## config.mk

```make
export PLATFORM = sky130hd
export DESIGN_NAME = irq_cascade_ctrl
export DESIGN_NICKNAME = d
export VERILOG_FILES = /design/src/rtl/irq_cascade_pkg.sv /design/src/rtl/irq_grp.sv /design/src/rtl/irq_pin_latch.sv /design/src/rtl/irq_cascade_ctrl.sv
export SDC_FILE = /design/constraint.sdc
export NUM_CORES = 1
export LEC_CHECK = 0
export BUFFER_PORTS_ARGS = -buffer_cell sky130_fd_sc_hd__buf_2
export CAP_MARGIN = 20
export CORE_ASPECT_RATIO = 0.7
export CORE_MARGIN = 4
export CORE_UTILIZATION = 35
export DETAILED_ROUTE_END_ITERATION = 8
export GPL_ROUTABILITY_DRIVEN = 0
export GPL_TIMING_DRIVEN = 1
export PLACE_DENSITY = 0.68
export SETUP_SLACK_MARGIN = 0.2
export SYNTH_ARGS = -nofsm -noshare
export SYNTH_HDL_FRONTEND = slang
export SYNTH_SLANG_ARGS = --single-unit
export TNS_END_PERCENT = 5
```

## constraint.sdc

```tcl
create_clock -name clk -period 1 [get_ports clk]
set_clock_uncertainty 0.05 [all_clocks]
set_input_delay 0.1 -clock clk [delete_from_list [all_inputs] [get_ports clk]]
set_output_delay 0.1 -clock clk [all_outputs]
set_load 0.05 [all_outputs]
```

## src/rtl/irq_cascade_pkg.sv

```systemverilog
package irq_cascade_pkg;
  localparam int DATA_W  = 32;
  localparam int MST_BIT = 31;

  localparam logic [2:0] A_IN_STAT  = 3'd0;
  localparam logic [2:0] A_IN_EN    = 3'd1;
  localparam logic [2:0] A_OUT_STAT = 3'd2;
  localparam logic [2:0] A_OUT_EN   = 3'd3;
  localparam logic [2:0] A_CFG      = 3'd4;

  // masked OR of a status/enable pair, gated by a master bit
  function automatic logic masked_any(logic [DATA_W-1:0] stat,
                                      logic [DATA_W-1:0] en,
                                      logic              mst);
    return mst & (|(stat & en));
  endfunction
endpackage

```

## src/rtl/irq_grp.sv

```systemverilog
module irq_grp
  import irq_cascade_pkg::*;
#(
  parameter int N       = 6,
  parameter bit HAS_MST = 1'b0
) (
  input  logic         clk,
  input  logic         rst_n,
  input  logic [N-1:0] set_i,
  input  logic [N-1:0] clr_i,
  input  logic         en_we,
  input  logic [N-1:0] en_wd,
  input  logic         mst_wd,
  output logic [N-1:0] stat_o,
  output logic [N-1:0] en_o,
  output logic         mst_o,
  output logic         hit_o
);
  logic [N-1:0] stat_q;
  logic [N-1:0] en_q;
  logic         mst_q;

  always_ff @(posedge clk) begin
    if (!rst_n) stat_q <= '0;
    else        stat_q <= (stat_q & ~clr_i) | set_i;
  end

  always_ff @(posedge clk) begin
    if (!rst_n)     en_q <= '0;
    else if (en_we) en_q <= en_wd;
  end

  generate
    if (HAS_MST) begin : g_mst
      always_ff @(posedge clk) begin
        if (!rst_n)     mst_q <= 1'b0;
        else if (en_we) mst_q <= mst_wd;
      end
    end else begin : g_nomst
      logic unused_mst;
      assign unused_mst = mst_wd;
      assign mst_q = 1'b1;
    end
  endgenerate

  assign hit_o  = masked_any(DATA_W'(stat_q), DATA_W'(en_q), mst_q);
  assign stat_o = stat_q;
  assign en_o   = en_q;
  assign mst_o  = mst_q;


  set_wins_chk: assert property (@(posedge clk) disable iff (!rst_n)
    (|set_i) |=> ((stat_q & $past(set_i)) == $past(set_i)));

  w1c_chk: assert property (@(posedge clk) disable iff (!rst_n)
    (|(clr_i & ~set_i)) |=> ((stat_q & $past(clr_i & ~set_i)) == '0));

  sticky_chk: assert property (@(posedge clk) disable iff (!rst_n)
    (|stat_q) |=> ((($past(stat_q) & ~$past(clr_i)) & ~stat_q) == '0));
endmodule

```

## src/rtl/irq_pin_latch.sv

```systemverilog
module irq_pin_latch (
  input  logic clk,
  input  logic rst_n,
  input  logic pin_en,
  input  logic any_i,
  output logic irq_o
);
  logic irq_q;

  always_ff @(posedge clk) begin
    if (!rst_n)      irq_q <= 1'b0;
    else if (pin_en) irq_q <= any_i;
  end

  assign irq_o = irq_q;


  pass_chk: assert property (@(posedge clk) disable iff (!rst_n)
    pin_en |=> (irq_q == $past(any_i)));

  hold_chk: assert property (@(posedge clk) disable iff (!rst_n)
    !pin_en |=> $stable(irq_q));
endmodule

```

## src/rtl/irq_cascade_ctrl.sv

```systemverilog
module irq_cascade_ctrl
  import irq_cascade_pkg::*;
#(
  parameter int IN_SRC  = 6,
  parameter int OUT_SRC = 6,
  parameter int ADDR_W  = 3
) (
  input  logic               clk,
  input  logic               rst_n,
  input  logic [IN_SRC-1:0]  inner_evt,
  input  logic [OUT_SRC-2:0] outer_evt,
  input  logic [ADDR_W-1:0]  reg_addr,
  input  logic               reg_wr,
  input  logic [DATA_W-1:0]  reg_wdata,
  output logic [DATA_W-1:0]  reg_rdata,
  output logic               irq_o
);
  localparam int CASC_BIT = OUT_SRC - 1;

  logic [IN_SRC-1:0]  in_stat, in_en, in_clr;
  logic [OUT_SRC-1:0] out_stat, out_en, out_clr, out_set;
  logic               in_mst, out_mst_unused;
  logic               inner_hit, outer_any;
  logic               pin_en_q;
  logic               wr_in_stat, wr_in_en, wr_out_stat, wr_out_en, wr_cfg;

  assign wr_in_stat  = reg_wr && (reg_addr == ADDR_W'(A_IN_STAT));
  assign wr_in_en    = reg_wr && (reg_addr == ADDR_W'(A_IN_EN));
  assign wr_out_stat = reg_wr && (reg_addr == ADDR_W'(A_OUT_STAT));
  assign wr_out_en   = reg_wr && (reg_addr == ADDR_W'(A_OUT_EN));
  assign wr_cfg      = reg_wr && (reg_addr == ADDR_W'(A_CFG));

  assign in_clr  = wr_in_stat  ? reg_wdata[IN_SRC-1:0]  : '0;
  assign out_clr = wr_out_stat ? reg_wdata[OUT_SRC-1:0] : '0;
  assign out_set = {inner_hit, outer_evt};

  irq_grp #(.N(IN_SRC), .HAS_MST(1'b1)) u_inner (
    .clk(clk), .rst_n(rst_n), .set_i(inner_evt), .clr_i(in_clr),
    .en_we(wr_in_en), .en_wd(reg_wdata[IN_SRC-1:0]), .mst_wd(reg_wdata[MST_BIT]),
    .stat_o(in_stat), .en_o(in_en), .mst_o(in_mst), .hit_o(inner_hit)
  );

  irq_grp #(.N(OUT_SRC), .HAS_MST(1'b0)) u_outer (
    .clk(clk), .rst_n(rst_n), .set_i(out_set), .clr_i(out_clr),
    .en_we(wr_out_en), .en_wd(reg_wdata[OUT_SRC-1:0]), .mst_wd(1'b0),
    .stat_o(out_stat), .en_o(out_en), .mst_o(out_mst_unused), .hit_o(outer_any)
  );

  always_ff @(posedge clk) begin
    if (!rst_n)      pin_en_q <= 1'b0;
    else if (wr_cfg) pin_en_q <= reg_wdata[0];
  end

  irq_pin_latch u_pin (
    .clk(clk), .rst_n(rst_n), .pin_en(pin_en_q), .any_i(outer_any), .irq_o(irq_o)
  );

  always_comb begin
    reg_rdata = '0;
    case (reg_addr)
      ADDR_W'(A_IN_STAT):  reg_rdata[IN_SRC-1:0]  = in_stat;
      ADDR_W'(A_IN_EN): begin
        reg_rdata[IN_SRC-1:0] = in_en;
        reg_rdata[MST_BIT]    = in_mst;
      end
      ADDR_W'(A_OUT_STAT): reg_rdata[OUT_SRC-1:0] = out_stat;
      ADDR_W'(A_OUT_EN):   reg_rdata[OUT_SRC-1:0] = out_en;
      ADDR_W'(A_CFG):      reg_rdata[0]           = pin_en_q;
      default:             reg_rdata = '0;
    endcase
  end


  cascade_set_chk: assert property (@(posedge clk) disable iff (!rst_n)
    inner_hit |=> out_stat[CASC_BIT]);

  master_gate_chk: assert property (@(posedge clk) disable iff (!rst_n)
    !in_mst |-> !inner_hit);

  rst_irq_chk: assert property (@(posedge clk)
    !rst_n |=> !irq_o);
endmodule

```

# [Yosys cells after proc, flatten, opt, wreduce, memory -nomap -nowiden]
# Cells that the tools add are included.
[word_totals] in_bits=49 latch_bits=0 rom_bits=0 reg_bits=27 memories=0 ramBits=0
[classes] order_cmp=0 n_reduce_logical=8 n_div=0 mul=0 shifts=0 n_eq_ne=4 n_bitwise=9 n_addsub=0 n_mux=5
[op_table] operator="$reduce_or A32 Y1" count=2
[op_table] operator="$and A6 B6 Y6" count=4
[op_table] operator="$pmux W5 S4" count=1
[op_table] operator="$mux W6" count=2
[op_table] operator="$not A6 Y6" count=2
[op_table] operator="$or A6 B6 Y6" count=2
[op_table] operator="$eq A3 B2 Y1 const B" count=2
[op_table] operator="$logic_and A1 B1 Y1" count=5
[op_table] operator="$pmux W1 S5" count=1
[op_table] operator="$eq A3 B1 Y1 const B" count=1
[op_table] operator="$eq A3 B3 Y1 const B" count=1
[op_table] operator="$logic_not A3 Y1" count=1
[op_table] operator="$and A1 B1 Y1" count=1
[op_table] operator="$mux W1" count=1

# [Longest topological paths before layout]
[logic_depth] depth_word=6 depth_mapped=4 ltp_nobuf=3

# [Hierarchy]
# A second synthesis with hierarchy kept.
[unflattened] hier_cells=159 hier_area_um2=1607.8
[by_module_without_submodules] mod="irq_cascade_ctrl" instances=1 cells_each=66 area_per_inst_um2=590.6 seq_area_each_um2=20.0
[by_module_without_submodules] mod="irq_grp at u_inner" instances=1 cells_each=46 area_per_inst_um2=505.5 seq_area_each_um2=260.2
[by_module_without_submodules] mod="irq_grp at u_outer" instances=1 cells_each=44 area_per_inst_um2=475.5 seq_area_each_um2=240.2
[by_module_without_submodules] mod="irq_pin_latch" instances=1 cells_each=3 area_per_inst_um2=36.3 seq_area_each_um2=20.0

# [Least setup slack after synthesis]
# OpenSTA, ideal clock, no wires.
[synth_path] path_type="input to output" from="input port reg_addr[0]" to="output port reg_rdata[31]" t_arrival_ns=1.884 stages=2 path_slack_ns=-1.034 cell_sequence="buf_2 -> nor4bb_1"
[synth_between] elab_chain_cells=2
[synth_rtl] item="start: declaration" line_no="irq_cascade_ctrl.sv:12" rtl="input logic [ADDR_W-1:0] reg_addr,"
[synth_rtl] item="$eq A3 B1 Y1" line_no="irq_cascade_ctrl.sv:60" rtl="case (reg_addr)"
[synth_rtl] item="$mux W1" line_no="irq_cascade_ctrl.sv:60"
[synth_rtl] item="end: declaration" line_no="irq_cascade_ctrl.sv:15" rtl="output logic [DATA_W-1:0] reg_rdata,"
# No other way between the ends.

# [Final worst setup path]
[layout_path] from="register u_outer.en_q[2] (netlist: u_outer.en_o[2])" to="output port reg_rdata[2]"
[layout_between] elab_chain_cells=1
[layout_rtl] item="start: declaration" line_no="irq_grp.sv:20" rtl="logic [N-1:0] en_q;"
[layout_rtl] item="start signal: assignment" line_no="irq_grp.sv:30" rtl="else if (en_we) en_q <= en_wd;"
[layout_rtl] item="$pmux W5 S4" line_no="irq_cascade_ctrl.sv:60"
# No other way between the ends.

==> flow_summary_export.csv <==
group,metric,value,unit
outcome,run_status,"finished, violations left",
outcome,violations,"negative setup slack",
timing,fin_crit_sh,152,%
synthesis,ys_top_cells_by_area,"dfxtp_1 (36%), buf_4 (13%), mux2i_1 (9.2%)",
placed_design,io_buffers,31,
synthesis,ys_seq_area_share,35.6,%
synthesis,synthArstFlopShare,0,%
floorplanning,initial_utilization,37.6,%
synthesis,syn_inst,148,
power,max-vdd-ir-drop,0.765,mV
global_route,use_met3,3.91,%
final_layout,syn_to_final_growth,49.2,%
placed_design,dp_slack,-0.455,ns
global_route,antenna_found_initial,0,
placed_design,placed_area,0.00195,sq mm
floorplanning,die_h,63.1,microns
setup_path,r2r_start,"u_inner.en_o[4]",
timing,setup_tns,-3.38,ns
synthesis,synth_largest_area_cell,"dfxtp_1",
setup_path,startpoint_type,"register",
timing,setup_slack,-0.515,ns
final_layout,nets,268,
global_route,busiest_layer,"met2",
setup_path,endpoint,"reg_rdata[2]",
drt,drt_iter0_drc,34,
global_route,grt_pass1_wl,5980,microns
clocking,htreeDepth,1,
synthesis,ys.flop_type,"dfxtp_1",
floorplanning,die-area,0.00547,sq mm
synthesis,syn_area,0.00152,sq mm
final_layout,finalCoreUtilization,56.1,%
drt,wire_per_inst,14.3,microns
global_route,use_met1,19.4,%
final_layout,design_area,0.00227,sq mm
global_route,gr-usage-met2,22.8,%
global_route,grt_pass1_vias,1205,
setup_path,crit_start,"u_outer.en_o[2]",
global_route,grt_max_degree,26,
power,p_per_area,1120,mW/mm^2
setup_path,crit_chain,"mux4_2 -> nor2b_4 -> buf_6",
timing,post-route-min-period,1.52,ns
drt,drc,0,
placed_design,dp_hpwl,2950,microns
final_layout,diodes,0,
clocking,insertion_delay,0.28,ns
synthesis,ys_ff_latch,27,
final_layout,fin_cells,270,
drt,wl,3860,microns
clocking,cts.sinks,27,
setup_path,reg2reg_depth,4,
synthesis,yosys_warnings,0,
setup_path,cpMaxStageDelayCell,"mux4_2",
setup_path,cp.required,0.85,ns
drt,final_antenna_net_count,0,
setup_path,cpPeakStageDelay,0.46,ns
timing,fmax,0.660,GHz
final_layout,drive_above_1_share,57.8,%
drt,route.vias.total,1248,
placed_design,dp.cells,260,
power,cellLeakagePower,1.01,nW
floorplanning,core,0.00404,sq mm
synthesis,synth_top_area_share,35.6,%
drt,routed_via_density,4.62,
timing,hold_viol_final,0,
floorplanning,io_pins,82,
synthesis,netlist_top_cells_count,"buf_4 (27), dfxtp_1 (27), nor2b_1 (19), mux2i_1 (14), o21ai_0 (7)",
timing,rsz0062_at_grt,"yes",
job,maxCapViolCount,0,
synthesis,avgSynthCellArea,10.3,sq um
clocking,cts_tree,"built",
clocking,clk_path_buf_depth,2,
setup_path,critPathMaxFanout,2,
synthesis,yosys.cell_types.count,26,
global_route,grt_usage,14.1,%
timing,maxSlewViolCount,0,
clocking,cts_buffers,3,
setup_path,reg2reg_slack,-0.12,ns
hold_path,min_path_type,"primary input to register",
setup_path,critPathArrivalTime,1.37,ns
setup_path,path_class,"register to primary output",
floorplanning,num_rows,19,
setup_path,r2r-end,"u_outer.stat_o[5]",
drt,first_pass_iters,4,
clocking,clockRootBuffer,"clkbuf_8",
synthesis,synth_edf_count,0,
global_route,grt.overflow.total,0,
setup_path,endpoint_kind,"primary output",
floorplanning,die_w,86.7,microns
clocking,clk_pin_slew,0.10,ns
timing,setup_viol,9,
-- where the power goes --
| group | total (mW) | internal [mW] | switching (mW) |
|---|---|---|---|
| Clock | 0.634 | 0.283 | 0.351 |
| Sequential | 1.16 | 1.13 | 0.0314 |
| Combinational | 0.737 | 0.299 | 0.438 |
| Total | 2.53 | 1.71 | 0.820 |
-- worst min-delay path by stage --
stage | from | to | slack (ns) | depth (start not counted)
floorplan | reg_wdata[0] | u_outer.stat_o[0] | 0.15 | 1
global placement | inner_evt[2] | u_inner.stat_o[2] | 0.26 | 2
detailed placement | inner_evt[5] | u_inner.stat_o[5] | 0.26 | 2
CTS | reg_wdata[2] | u_outer.stat_o[2] | 0.009 | 2
global route | reg_wdata[2] | u_outer.stat_o[2] | 0.01 | 2
finish | reg_wdata[2] | u_outer.stat_o[2] | 0.01 | 2
-- repair_timing --
action | 4_1_cts | 5_1_grt
pin swaps | 15 | 15
gates resized for setup | 52 | 22
hold endpoints to repair | 6 | 0
setup buffers | 0 | 0
setup endpoints to repair | 34 | 34
hold buffers | 6 | 0
-- flip-flops by register name, indices dropped and copies added (netlist names) --
signal	count
pin_en_q	1
u_inner.en_o	6
u_inner.stat_o	6
u_inner.mst_o	1
u_outer.en_o	6
u_pin.irq_o	1
u_outer.stat_o	6
-- final cells by class --
type                       instances  area (sq um)
sequential                        27           567
timing repair buffer              74           628
clock inverter                     1          7.51
multi-input combinational        107           935
inverter                           6          22.5
fill                             379          1780
clock buffer                       3          41.3
tap                               52          65.1
-- kinds of logic (layout without fill, tap and decap cells) --
logic type,after synthesis,in the layout,synth area share [%]
other,1,25,0.247
AND/OR/NAND/NOR,29,29,14.7
buffers and inverters,38,84,16.6
multiplexers,20,20,18.1
AO/OA/AOI/OAI,33,33,14.7
flip-flops,27,27,35.6
-- routing by layer --
metal,share of wire [%],vias up
li1,-,620
met1,47,595
met2,47,31
met3,5.6,2
met4,0.28,0
met5,0,-
-- through the flow --
step / power (mW) / hold WS (ns)
after detailed placement: 1.81 / 0.265
final: 2.53 / 0.0148
after global routing: 2.65 / 0.00963
after CTS: 2.52 / 0.00860
after floorplan: 1.69 / 0.151
after global placement: 1.81 / 0.260
-- layout by cell type (no fill, tap or decap), types with 2 or more instances in the layout --
cell,netlist,final
buf_4,27,26
conb_1,1,25
dfxtp_2,0,21
buf_2,1,20
buf_6,1,18
mux2i_1,14,14
nor2b_1,19,14
mux4_2,6,6
a31oi_1,6,6
a21boi_2,0,6
o21a_1,6,6
dlygate4sd3_1,0,6
dfxtp_1,27,6
nor2b_4,0,5
inv_1,6,5
a22oi_2,0,3
and4bb_2,3,3
o21ai_2,0,3
clkbuf_8,0,3
nand3_1,2,2
o21ai_0,7,2
buf_12,0,2
buf_8,0,2
-- worst max-delay path: cells and delay by family, from the launching register on --
kind	cells	cell delay, ns
mux	1	0.46
flops	1	0.34
buf+inv	1	0.15
simple gates	1	0.14
No activity file was read; power rests on OpenSTA's default activity.
